`src/rtl/pwm_spread_pkg.sv`:
```
package pwm_spread_pkg;
  localparam int PWM_MAX_RES     = 16;
  localparam int PWM_MIN_RES     = 7;
  localparam int PWM_SPREAD_BASE = 10;
  localparam int PWM_CODE_W      = 4;
  localparam int PWM_PS_W        = 2;
  localparam int PWM_RES_W       = $clog2(PWM_MAX_RES + 1);

  // Frame-level settings latched together at a frame boundary
  typedef struct packed {
    logic                 inv;
    logic [PWM_RES_W-1:0] res_n;
    logic [PWM_PS_W-1:0]  spread;
  } pwm_frame_cfg_t;
endpackage

```
`src/rtl/pwm_cfg_shadow.sv`:
```
module pwm_cfg_shadow
  import pwm_spread_pkg::*;
#(
  parameter int MAX_RES = PWM_MAX_RES,
  parameter int MIN_RES = PWM_MIN_RES,
  parameter int CODE_W  = PWM_CODE_W,
  parameter int PS_W    = PWM_PS_W
) (
  input  logic              clk,
  input  logic              rst,
  input  logic              load,
  input  logic              in_invert,
  input  logic [CODE_W-1:0] in_res_code,
  input  logic [PS_W-1:0]   in_spread,
  input  logic [MAX_RES:0]  in_duty,
  output pwm_frame_cfg_t    sh_cfg,
  output logic [MAX_RES:0]  sh_duty
);
  localparam int DW    = MAX_RES + 1;
  localparam int STEPS = MAX_RES - MIN_RES;

  logic [PWM_RES_W-1:0] new_n;
  logic [DW-1:0]        new_len;
  logic [DW-1:0]        new_duty;

  // Resolution decode saturates at MAX_RES; duty clamps to one full frame
  always_comb begin
    if (int'(in_res_code) >= STEPS) new_n = PWM_RES_W'(MAX_RES);
    else                            new_n = PWM_RES_W'(MIN_RES) + PWM_RES_W'(in_res_code);
    new_len  = DW'(1) << new_n;
    new_duty = (in_duty > new_len) ? new_len : in_duty;
  end

  always_ff @(posedge clk) begin
    if (rst) begin
      sh_cfg.inv    <= 1'b0;
      sh_cfg.res_n  <= PWM_RES_W'(MIN_RES);
      sh_cfg.spread <= '0;
      sh_duty       <= '0;
    end else if (load) begin
      sh_cfg.inv    <= in_invert;
      sh_cfg.res_n  <= new_n;
      sh_cfg.spread <= in_spread;
      sh_duty       <= new_duty;
    end
  end

  assert_duty_clamped_R4: assert property (@(posedge clk) disable iff (rst)
    sh_duty <= (DW'(1) << sh_cfg.res_n));

  assert_res_in_range_R1: assert property (@(posedge clk) disable iff (rst)
    (int'(sh_cfg.res_n) >= MIN_RES) && (int'(sh_cfg.res_n) <= MAX_RES));
endmodule

```
`src/rtl/pwm_frame_ctr.sv`:
```
module pwm_frame_ctr
  import pwm_spread_pkg::*;
#(
  parameter int MAX_RES = PWM_MAX_RES
) (
  input  logic                 clk,
  input  logic                 rst,
  input  logic                 en,
  input  logic                 tick,
  input  logic [PWM_RES_W-1:0] res_n,
  output logic [MAX_RES-1:0]   pos,
  output logic                 wrap
);
  localparam int DW = MAX_RES + 1;

  logic [DW-1:0] frame_len;
  logic [DW-1:0] last_full;
  logic          at_last;

  always_comb begin
    frame_len = DW'(1) << res_n;
    last_full = frame_len - DW'(1);
    at_last   = (pos == last_full[MAX_RES-1:0]);
    wrap      = en & tick & at_last;
  end

  always_ff @(posedge clk) begin
    if (rst || !en)  pos <= '0;
    else if (tick)   pos <= at_last ? '0 : pos + 1'b1;
  end

  assert_hold_zero_R5: assert property (@(posedge clk) disable iff (rst)
    !en |=> (pos == '0));

  assert_tick_gate_R8: assert property (@(posedge clk) disable iff (rst)
    (en && !tick) |=> $stable(pos));

  assert_pos_in_frame_R1: assert property (@(posedge clk) disable iff (rst)
    DW'(pos) < frame_len);
endmodule

```
`src/rtl/pwm_slot_cmp.sv`:
```
module pwm_slot_cmp
  import pwm_spread_pkg::*;
#(
  parameter int MAX_RES     = PWM_MAX_RES,
  parameter int SPREAD_BASE = PWM_SPREAD_BASE,
  parameter int PS_W        = PWM_PS_W
) (
  input  logic [MAX_RES-1:0]   pos,
  input  logic [PWM_RES_W-1:0] res_n,
  input  logic [PS_W-1:0]      spread,
  input  logic [MAX_RES:0]     duty,
  output logic                 level
);
  localparam int DW = MAX_RES + 1;

  logic [PWM_RES_W-1:0] div_exp;
  logic [PWM_RES_W-1:0] lg_len;
  logic [PWM_RES_W-1:0] lg_slots;
  logic [DW-1:0]        slot_idx;
  logic [DW-1:0]        offset;
  logic [DW-1:0]        per_slot;
  logic [DW-1:0]        extra_cnt;
  logic [DW-1:0]        high_len;

  // Slot length is 2^min(N, BASE - p); the rest of N's bits index the slot
  always_comb begin
    div_exp   = PWM_RES_W'(SPREAD_BASE) - PWM_RES_W'(spread);
    lg_len    = (res_n < div_exp) ? res_n : div_exp;
    lg_slots  = res_n - lg_len;
    slot_idx  = DW'(pos) >> lg_len;
    offset    = DW'(pos) & ((DW'(1) << lg_len) - DW'(1));
    per_slot  = duty >> lg_slots;
    extra_cnt = duty & ((DW'(1) << lg_slots) - DW'(1));
    high_len  = per_slot + DW'(slot_idx < extra_cnt);
    level     = (offset < high_len);
  end
endmodule

```
`src/rtl/pwm_spread_chan.sv`:
```
module pwm_spread_chan
  import pwm_spread_pkg::*;
#(
  parameter int MAX_RES     = PWM_MAX_RES,
  parameter int MIN_RES     = PWM_MIN_RES,
  parameter int SPREAD_BASE = PWM_SPREAD_BASE,
  parameter int CODE_W      = PWM_CODE_W,
  parameter int PS_W        = PWM_PS_W
) (
  input  logic              clk,
  input  logic              rst,
  input  logic              cfg_invert,
  input  logic              cfg_local_en,
  input  logic [CODE_W-1:0] cfg_res_code,
  input  logic [PS_W-1:0]   cfg_spread_code,
  input  logic              master_en,
  input  logic [MAX_RES:0]  duty,
  input  logic              tick_en,
  output logic              pwm_out
);
  localparam int DW = MAX_RES + 1;

  logic               chan_en;
  logic               frame_wrap;
  logic               shadow_load;
  logic [MAX_RES-1:0] frame_pos;
  logic               raw_level;
  pwm_frame_cfg_t     sh_cfg;
  logic [DW-1:0]      sh_duty;

  assign chan_en     = cfg_local_en & master_en;
  assign shadow_load = ~chan_en | frame_wrap;

  pwm_cfg_shadow #(
    .MAX_RES(MAX_RES), .MIN_RES(MIN_RES), .CODE_W(CODE_W), .PS_W(PS_W)
  ) u_shadow (
    .clk(clk), .rst(rst), .load(shadow_load),
    .in_invert(cfg_invert), .in_res_code(cfg_res_code),
    .in_spread(cfg_spread_code), .in_duty(duty),
    .sh_cfg(sh_cfg), .sh_duty(sh_duty)
  );

  pwm_frame_ctr #(.MAX_RES(MAX_RES)) u_ctr (
    .clk(clk), .rst(rst), .en(chan_en), .tick(tick_en),
    .res_n(sh_cfg.res_n), .pos(frame_pos), .wrap(frame_wrap)
  );

  pwm_slot_cmp #(
    .MAX_RES(MAX_RES), .SPREAD_BASE(SPREAD_BASE), .PS_W(PS_W)
  ) u_cmp (
    .pos(frame_pos), .res_n(sh_cfg.res_n), .spread(sh_cfg.spread),
    .duty(sh_duty), .level(raw_level)
  );

  always_ff @(posedge clk) begin
    if (rst)           pwm_out <= 1'b0;
    else if (!chan_en) pwm_out <= cfg_invert;
    else               pwm_out <= raw_level ^ sh_cfg.inv;
  end

  assert_idle_level_R5: assert property (@(posedge clk) disable iff (rst)
    !chan_en |=> (pwm_out == $past(cfg_invert)));

  assert_latch_boundary_R7: assert property (@(posedge clk) disable iff (rst)
    (chan_en && !frame_wrap) |=> ($stable(sh_duty) && $stable(sh_cfg)));

  assert_zero_duty_R4: assert property (@(posedge clk) disable iff (rst)
    (chan_en && sh_duty == '0) |=> (pwm_out == $past(sh_cfg.inv)));

  assert_full_duty_R4: assert property (@(posedge clk) disable iff (rst)
    (chan_en && sh_duty == (DW'(1) << sh_cfg.res_n)) |=> (pwm_out == !$past(sh_cfg.inv)));
endmodule

```
`config.mk`:
```
export PLATFORM = sky130hd
export DESIGN_NAME = pwm_spread_chan
export DESIGN_NICKNAME = d
export VERILOG_FILES = /design/src/rtl/pwm_spread_pkg.sv /design/src/rtl/pwm_cfg_shadow.sv /design/src/rtl/pwm_frame_ctr.sv /design/src/rtl/pwm_slot_cmp.sv /design/src/rtl/pwm_spread_chan.sv
export SDC_FILE = /design/constraint.sdc
export NUM_CORES = 1
export LEC_CHECK = 0
export BUFFER_PORTS_ARGS = -buffer_cell sky130_fd_sc_hd__buf_2
export CAP_MARGIN = 20
export CORE_AREA = 2 2 146 162
export CTS_BUF_LIST = sky130_fd_sc_hd__clkbuf_16
export CTS_CLUSTER_SIZE = 30
export DETAILED_ROUTE_END_ITERATION = 8
export DIE_AREA = 0 0 148 164
export PLACE_DENSITY = 0.58
export SYNTH_ARGS = -nofsm -noshare
export SYNTH_HDL_FRONTEND = slang
export SYNTH_SLANG_ARGS = --single-unit
```
`constraint.sdc`:
```
create_clock -name clk -period 8.75 [get_ports clk]
set_input_delay 0.875 -clock clk [delete_from_list [all_inputs] [get_ports clk]]
set_output_delay 0.875 -clock clk [all_outputs]
set_load 0.01 [all_outputs]
```
==> results of run 1 <==
==> repair_timing <==
action	in CTS	in global routing
buffers inserted	0	8
gates resized for setup	0	26
setup endpoints to repair	0	1
==> metal layers <==
metal / vias to the layer above / share of wire / global-route usage
li1: 3381 / - / -
met1: 3261 / 0.44 / 0.224
met2: 250 / 0.47 / 0.293
met3: 51 / 0.056 / 0.0200
met4: 0 / 0.033 / 0.0654
met5: - / 0 / 0
==> area by class of cell <==
class | instances | area, µm²
clock buffers | 5 | 125
multi-input cells | 799 | 5590
fillers | 2446 | 15200
inverters | 18 | 67.6
repair buffers | 63 | 404
clock inverters | 3 | 25.0
flip-flops and latches | 42 | 841
well taps | 300 | 375
==> critical path, delay by kind of cell, from the launching register on <==
| kind | cells | cell delay, ps |
|---|---|---|
| AO/OA/AOI/OAI | 13 | 2470 |
| flip-flops | 1 | 320 |
| multiplexers | 3 | 450 |
| XOR/XNOR | 1 | 140 |
| adder cells (fa/ha/maj) | 8 | 1820 |
| buffers and inverters | 2 | 270 |
| AND/OR/NAND/NOR | 16 | 2700 |
==> report_power, final <==
group	leakage [nW]	switching, mW	internal [mW]
Clock	0.0704	0.0908	0.107
Combinational	2.53	0.439	0.290
Sequential	0.345	0.0215	0.203
==> registers in the layout, summed over array words and instances, names as in the netlist <==
register and cells:
pwm_out 1, u_shadow.sh_duty 17, u_ctr.pos 16, u_shadow.sh_cfg 8
==> synthesized netlist by cell type (3+ instances only) <==
cell	count
sky130_fd_sc_hd__a211o_1	5
sky130_fd_sc_hd__a211o_2	3
sky130_fd_sc_hd__a211oi_1	6
sky130_fd_sc_hd__a21o_1	12
sky130_fd_sc_hd__a21oi_1	47
sky130_fd_sc_hd__a21oi_2	4
sky130_fd_sc_hd__a22oi_1	8
sky130_fd_sc_hd__a311oi_1	4
sky130_fd_sc_hd__a31oi_1	4
sky130_fd_sc_hd__a32oi_1	3
sky130_fd_sc_hd__and2_1	14
sky130_fd_sc_hd__and3_1	18
sky130_fd_sc_hd__and4_1	4
sky130_fd_sc_hd__buf_2	15
sky130_fd_sc_hd__buf_6	7
sky130_fd_sc_hd__clkbuf_1	30
sky130_fd_sc_hd__dfxtp_1	42
sky130_fd_sc_hd__ha_1	62
sky130_fd_sc_hd__inv_1	16
sky130_fd_sc_hd__mux2_2	13
sky130_fd_sc_hd__mux2i_1	47
sky130_fd_sc_hd__nand2_1	110
sky130_fd_sc_hd__nand2b_1	10
sky130_fd_sc_hd__nand3_1	28
sky130_fd_sc_hd__nand3b_1	6
sky130_fd_sc_hd__nand4_1	11
sky130_fd_sc_hd__nor2_1	110
sky130_fd_sc_hd__nor2b_1	16
sky130_fd_sc_hd__nor3_1	25
sky130_fd_sc_hd__nor4_1	16
sky130_fd_sc_hd__o2111ai_1	5
sky130_fd_sc_hd__o211ai_1	11
sky130_fd_sc_hd__o21a_1	10
sky130_fd_sc_hd__o21ai_0	47
sky130_fd_sc_hd__o21ai_1	4
sky130_fd_sc_hd__o221ai_1	3
sky130_fd_sc_hd__o22ai_1	9
sky130_fd_sc_hd__o311ai_0	3
sky130_fd_sc_hd__or2_2	3
sky130_fd_sc_hd__or2b_2	3
sky130_fd_sc_hd__or3_1	9
sky130_fd_sc_hd__xnor2_1	20
sky130_fd_sc_hd__xor2_1	24
==> cell families (layout without fill, tap and decap cells) <==
logic type,count (synthesis),in the layout
other,2,3
adder cells (fa/ha/maj),62,62
AO/OA/AOI/OAI,223,223
XOR/XNOR,44,44
flip-flops,42,42
buffers and inverters,77,89
AND/OR/NAND/NOR,403,403
multiplexers,64,64
==> per-stage QoR <==
stage | hold WS (ps) | worst slack [ps] | setup TNS (ps)
floorplan | 465 | 22.7 | 0
global placement | 486 | 445 | 0
detailed placement | 497 | 175 | 0
CTS | 514 | 147 | 0
global route | 539 | -24.4 | -24.4
finish | 511 | 478 | 0
==> final timing paths <==
path / from / endpoint / slack (ps) / depth (start not counted)
setup / recovery: u_shadow.sh_cfg[0] / pwm_out / 480 / 43
hold / removal: u_shadow.sh_cfg[1] / u_shadow.sh_cfg[1] / 510 / 2
setup reg to reg: u_shadow.sh_cfg[0] / pwm_out / 480 / 43
hold reg to reg: u_shadow.sh_cfg[1] / u_shadow.sh_cfg[1] / 510 / 2
==> impl_metrics.csv, run 1 <==
group,metric,value,unit
yosys,synth_largest_type_area_fraction,0.126,
clock_tree,cts_hold_buffers,0,
die,placeable_area,22600,µm²
detailed_routing,drcViolationCount,0,
clock_tree,clockRootBuffer,"sky130_fd_sc_hd__clkbuf_16",
detailed_routing,detailedRoute.firstIterationViolations,507,
yosys,synthFlopType,"sky130_fd_sc_hd__dfxtp_1",
yosys,synth_cell_types,100,
worst_setup_path,timing.critical_path.slowest_cell_delay,490,ps
detailed_routing,viasPerCell,5.64,
sta,timing.max_slew.rel_slack,0.292,
detailed_routing,vias,6943,
yosys,muxShareOfSynthArea,0.106,
die,die_w,148,µm
power_and_ir_drop,totalPowerFinal,1.15,mW
final_layout,area_growth_syn_to_layout,11.2,%
yosys,synth_sequential_area_ratio,0.126,
worst_hold_path,hold_path.class,"reg -> reg",
clock_tree,clk_pin_slew,70,ps
yosys,yosysWarnings,0,
placement,place_area,7090,µm²
power_and_ir_drop,power_per_cell_area,155,nW/µm²
yosys,syn-mean-instance-area,7.29,µm²
grt,grt_max_degree,41,
yosys,synth-adder-area-share,0.116,
run_status,run_status,"complete, no violations",
detailed_routing,route.final.wire_length,21300,µm
worst_setup_path,crit_fanout,7,
grt,grt_overflow,0,
clock_tree,ctsLongestPathBuffers,2,
final_layout,finalCoreUtilization,0.328,
clock_tree,cts_htree_levels,2,
power_and_ir_drop,irDropWorstVdd,0.0973,mV
yosys,synthTopCellsByArea,"sky130_fd_sc_hd__dfxtp_1 13%, sky130_fd_sc_hd__ha_1 12%, sky130_fd_sc_hd__mux2i_1 7.0%, sky130_fd_sc_hd__nand2_1 6.2%, sky130_fd_sc_hd__nor2_1 6.2%",
die,fp-row-count,58,
sta,finalMaxSlewViolations,0,
worst_setup_path,worst_setup_path_end_kind,"register",
worst_setup_path,crit_slowest_cell,"sky130_fd_sc_hd__or4b_4",
detailed_routing,drt_first_pass_iters,6,
yosys,ys_ff_latch,42,
worst_setup_path,worst_path_required,8950,ps
sta,finalCriticalPeriod,8270,ps
final_layout,leading_cell_type_in_the_layout_fill_and_taps_excluded,"sky130_fd_sc_hd__nand2_1",
yosys,yosys.area.top_type,"sky130_fd_sc_hd__dfxtp_1",
die,area_of_the_die,24300,µm²
clock_tree,worstSkewPairLatency,310,ps
yosys,synthArstFlopShare,0,
grt,antenna_violations_before_repair,0,
final_layout,drive_above_1_share,0.160,
placement,dp_hpwl,16300,µm
yosys,netlist_area,6690,µm²
yosys,synth_compound_gate_area_share,0.237,
sta,hold_viol,0,
die,die_h,164,µm
sta,clock.fmax,0.121,GHz
grt,groute.usage.overall,0.172,
final_layout,final_cell_mix,"109 x sky130_fd_sc_hd__nand2_1, 108 x sky130_fd_sc_hd__nor2_1, 56 x sky130_fd_sc_hd__ha_1",
sta,clock-skew-final,10.9,ps
yosys,main_combinational_cell_family_by_area_after_synthesis,"simple AND/OR/NAND/NOR gates",
power_and_ir_drop,p_leak,2.94,nW
placement,gp_congestion,0.988,
detailed_routing,ant_nets,0,
sta,final.period_utilization,0.945,
yosys,synth_cells,917,
yosys,synth_edf_count,0,
grt,grt_pass1_vias,6371,
worst_setup_path,worstPathArrival,8470,ps
detailed_routing,wl_per_cell,17.3,µm
yosys,synth_xor_xnor_area_share,0.0576,
run,timing.max_cap.violations,0,
worst_setup_path,critical_path.most_common_cell,"sky130_fd_sc_hd__ha_1",
final_layout,finish.net_count,1020,
worst_setup_path,timing.setup.critical_path_class,"reg -> reg",
grt,first_pass_grt_wire_length,33600,µm
clock_tree,clock_sink_count,42,
sta,setup_viol_count_final,0,
yosys,post_synth_and_or_nand_nor_area_fraction,0.297,
final_layout,stdcell_count,1230,
clock_tree,cts_tree,"built",
final_layout,antenna_cells_inserted,0,
worst_setup_path,cp-start-kind,"register",
placement,io_buffer_count,29,
die,starting_utilization_of_the_core_area,0.295,
die,io_pins,30,
placement,dpl.cell_count,1214,
final_layout,finish.instance_area,7430,µm²
sta,measured_slew_at_the_worst_slew_check_pin,1050,ps
clock_tree,cts-buffers-inserted,5,
No activity file was read; power rests on OpenSTA's default activity.
==> run 2: changes to the inputs <==
Settings changed: ABC_AREA set to 1, CORE_AREA 2 2 146 162 to 2 2 145 161, DIE_AREA 0 0 148 164 to 0 0 147 163.
==> run 2 against run 1 <==
  * Register-to-register slack improved by 530 ps
  * Cell count increased by 15%
  * Synthesized area is 1.1% lower
  * Worst hold slack worse by 28 ps
  * Fmax up 6.8%
  * Via count up 1.7%
  * Combinational power fell by 4.8%
  * Core utilization is 1.1 points lower
  * Sequential share of layout area grew 0.47 points
  * Routed wire length is 4.5% lower
  * Clock-buffer cell count is the same
  * Clock power increased by 25%
  * Critical endpoint unchanged
  * Largest cell class unchanged
  * Highest routed layer unchanged
==> impl_metrics.csv, run 2 <==
group,metric,value,unit
final_layout,area_growth_syn_to_layout,7.93,%
grt,groute.usage.overall,0.169,
detailed_routing,detailedRoute.firstIterationViolations,544,
yosys,synth_cells,1105,
worst_setup_path,timing.critical_path.slowest_cell_delay,400,ps
grt,first_pass_grt_wire_length,33000,µm
yosys,synthTopCellsByArea,"sky130_fd_sc_hd__nand2_1 16%, sky130_fd_sc_hd__dfxtp_1 13%, sky130_fd_sc_hd__ha_1 12%, sky130_fd_sc_hd__inv_1 7.9%, sky130_fd_sc_hd__nor2_1 6.5%",
worst_setup_path,critical_path.most_common_cell,"sky130_fd_sc_hd__nand2_1",
placement,dp_hpwl,16800,µm
yosys,synthArstFlopShare,0,
detailed_routing,viasPerCell,5.01,
sta,setup_viol_count_final,0,
clock_tree,cts_hold_buffers,0,
clock_tree,ctsLongestPathBuffers,2,
sta,tns,0,ps
yosys,synth_largest_type_area_fraction,0.158,
final_layout,finalCoreUtilization,0.317,
die,placeable_area,22500,µm²
sta,finalMaxSlewViolations,0,
grt,grt_pass1_vias,6493,
grt,grt_overflow,0,
die,io_pins,30,
worst_setup_path,worstPathArrival,7940,ps
final_layout,regMostFlops,"u_shadow.sh_duty",
power_and_ir_drop,irDropWorstVdd,0.0670,mV
detailed_routing,wl_per_cell,14.4,µm
yosys,syn-mean-instance-area,5.99,µm²
power_and_ir_drop,power_per_cell_area,162,nW/µm²
yosys,yosys.area.top_type,"sky130_fd_sc_hd__nand2_1",
worst_setup_path,r2r_slack,1000,ps
clock_tree,postCtsSetupRepairBufs,0,
clock_tree,cts-buffers-inserted,5,
clock_tree,clock_sink_count,42,
power_and_ir_drop,p_leak,3.05,nW
yosys,netlist_area,6610,µm²
final_layout,stdcell_count,1410,
yosys,synth.most_common_cell,"sky130_fd_sc_hd__nand2_1",
sta,worst_hold_slack,482,ps
clock_tree,worstSkewPairLatency,290,ps
die,area_of_the_die,24000,µm²
detailed_routing,drt_first_pass_iters,5,
yosys,ys_ff_latch,42,
sta,measured_slew_at_the_worst_slew_check_pin,826,ps
clock_tree,cts_htree_levels,2,
sta,finalCriticalPeriod,7750,ps
detailed_routing,vias,7058,
final_layout,layout.area.seq,841,µm²
detailed_routing,route.final.wire_length,20300,µm
detailed_routing,ant_nets,0,
worst_setup_path,worst_setup_path_end_kind,"register",
final_layout,drive_above_1_share,0.106,
grt,grt_max_degree,33,
die,fp-row-count,58,
sta,rsz0062_at_grt,"false",
final_layout,fillCellCount,2589,
sta,timing.max_slew.rel_slack,0.448,
yosys,synth_cell_types,60,
worst_setup_path,crit_fanout,17,
die,die_w,147,µm
worst_setup_path,worst_path_required,8950,ps
final_layout,area_of_combinational_cells_with_multiple_inputs,4990,µm²
die,starting_utilization_of_the_core_area,0.294,
final_layout,finish.net_count,1200,
worst_setup_path,crit_slowest_cell,"sky130_fd_sc_hd__ha_1",
final_layout,final_cell_mix,"278 x sky130_fd_sc_hd__nand2_1, 139 x sky130_fd_sc_hd__inv_1, 115 x sky130_fd_sc_hd__nor2_1",
run,timing.max_cap.violations,0,
die,die_h,163,µm
placement,io_buffer_count,29,
yosys,synth_sequential_area_ratio,0.127,
final_layout,antenna_cells_inserted,0,
yosys,synth_edf_count,0,
run_status,run_status,"complete, no violations",
clock_tree,cts_repair_resize_count,0,
sta,hold_viol,0,
yosys,synthFlopType,"sky130_fd_sc_hd__dfxtp_1",
grt,antenna_violations_before_repair,0,
worst_setup_path,timing.setup.critical_path_class,"reg -> reg",
final_layout,number_of_flip_flops_in_the_largest_register,17,
clock_tree,cts_tree,"built",
sta,clock-skew-final,9.78,ps
placement,gp_congestion,0.925,
yosys,yosysWarnings,0,
sta,final.period_utilization,0.885,
sta,clock.fmax,0.129,GHz
clock_tree,clockRootBuffer,"sky130_fd_sc_hd__clkbuf_16",
final_layout,leading_cell_type_in_the_layout_fill_and_taps_excluded,"sky130_fd_sc_hd__nand2_1",
yosys,synth_commonest_cells,"278 x sky130_fd_sc_hd__nand2_1, 139 x sky130_fd_sc_hd__inv_1, 115 x sky130_fd_sc_hd__nor2_1",
worst_setup_path,cp-start-kind,"register",
placement,dpl.cell_count,1402,
clock_tree,clk_pin_slew,70,ps
worst_hold_path,hold_path.class,"reg -> reg",
final_layout,reg.largest.list,"u_shadow.sh_duty (17), u_ctr.pos (16), u_shadow.sh_cfg (8)",
detailed_routing,drcViolationCount,0,
run 2: cell types whose count changed in the layout (fill, tap and decap cells not counted), moves of 16 or more:
cell	previous run	this run
sky130_fd_sc_hd__and3_1	18	0
sky130_fd_sc_hd__buf_4	33	2
sky130_fd_sc_hd__inv_1	16	139
sky130_fd_sc_hd__mux2i_1	47	0
sky130_fd_sc_hd__nand2_1	109	278
sky130_fd_sc_hd__nand2_2	1	18
sky130_fd_sc_hd__nand3_1	28	81
sky130_fd_sc_hd__nor2b_1	16	0
sky130_fd_sc_hd__o21ai_0	46	83
run 2: worst paths after layout:
check	from	end	depth (start not counted)
worst min-delay path	u_shadow.sh_cfg[1]	u_shadow.sh_cfg[1]	2
worst max-delay path	u_shadow.sh_cfg[0]	pwm_out	56
worst min register to register	u_shadow.sh_cfg[1]	u_shadow.sh_cfg[1]	2
worst max register to register	u_shadow.sh_cfg[0]	pwm_out	56
run 2: stage by stage:
stage	area [µm²]	power (mW)	setup WS [ps]
final	7140	1.16	1000
after global routing	7140	1.26	28.7
after CTS	7140	1.16	1050
after detailed placement	6940	0.906	1050
after global placement	6940	0.904	1200
after floorplan	6620	0.777	2120
run 2: cell families after synthesis:
logic type                 after synthesis  synth area share
and+or+nand+nor                        579             0.417
xor gates and xnor gates                30            0.0397
DFF                                     42             0.127
AOI/OAI and AO/OA                      203             0.180
other                                    2           0.00114
adders and majority gates               62             0.117
buffers and inverters                  187             0.118
run 2: layout make-up:
cell class | instances | share of cell area
inverter | 152 | 0.0803
clock buffer | 5 | 0.0175
timing repair buffer | 31 | 0.0224
clock inverter | 3 | 0.00964
tap | 300 | 0.0526
sequential | 42 | 0.118
multi-input combinational | 877 | 0.700
run 2: per-layer routing:
| metal | routed length [µm] | share of wire | track usage | up-vias |
|---|---|---|---|---|
| li1 | - | - | - | 3655 |
| met1 | 9500 | 0.47 | 0.224 | 3180 |
| met2 | 9450 | 0.47 | 0.289 | 193 |
| met3 | 824 | 0.041 | 0.0218 | 30 |
| met4 | 537 | 0.026 | 0.0424 | 0 |
| met5 | 0 | 0 | 0 | - |
run 2: worst max-delay path: cells and delay by family (launching register included):
kind / cells / cell delay (ps)
buffers and inverters: 7 / 730
and+or+nand+nor: 35 / 3330
AOI/OAI and AO/OA: 5 / 930
xor gates and xnor gates: 1 / 130
adders and majority gates: 8 / 2180
DFF: 1 / 350
run 2: where the power goes:
group	switching [mW]	total, mW	internal (mW)
combinational	0.475	0.694	0.219
sequential	0.0145	0.215	0.200
clock	0.0827	0.247	0.164
total	0.572	1.16	0.584
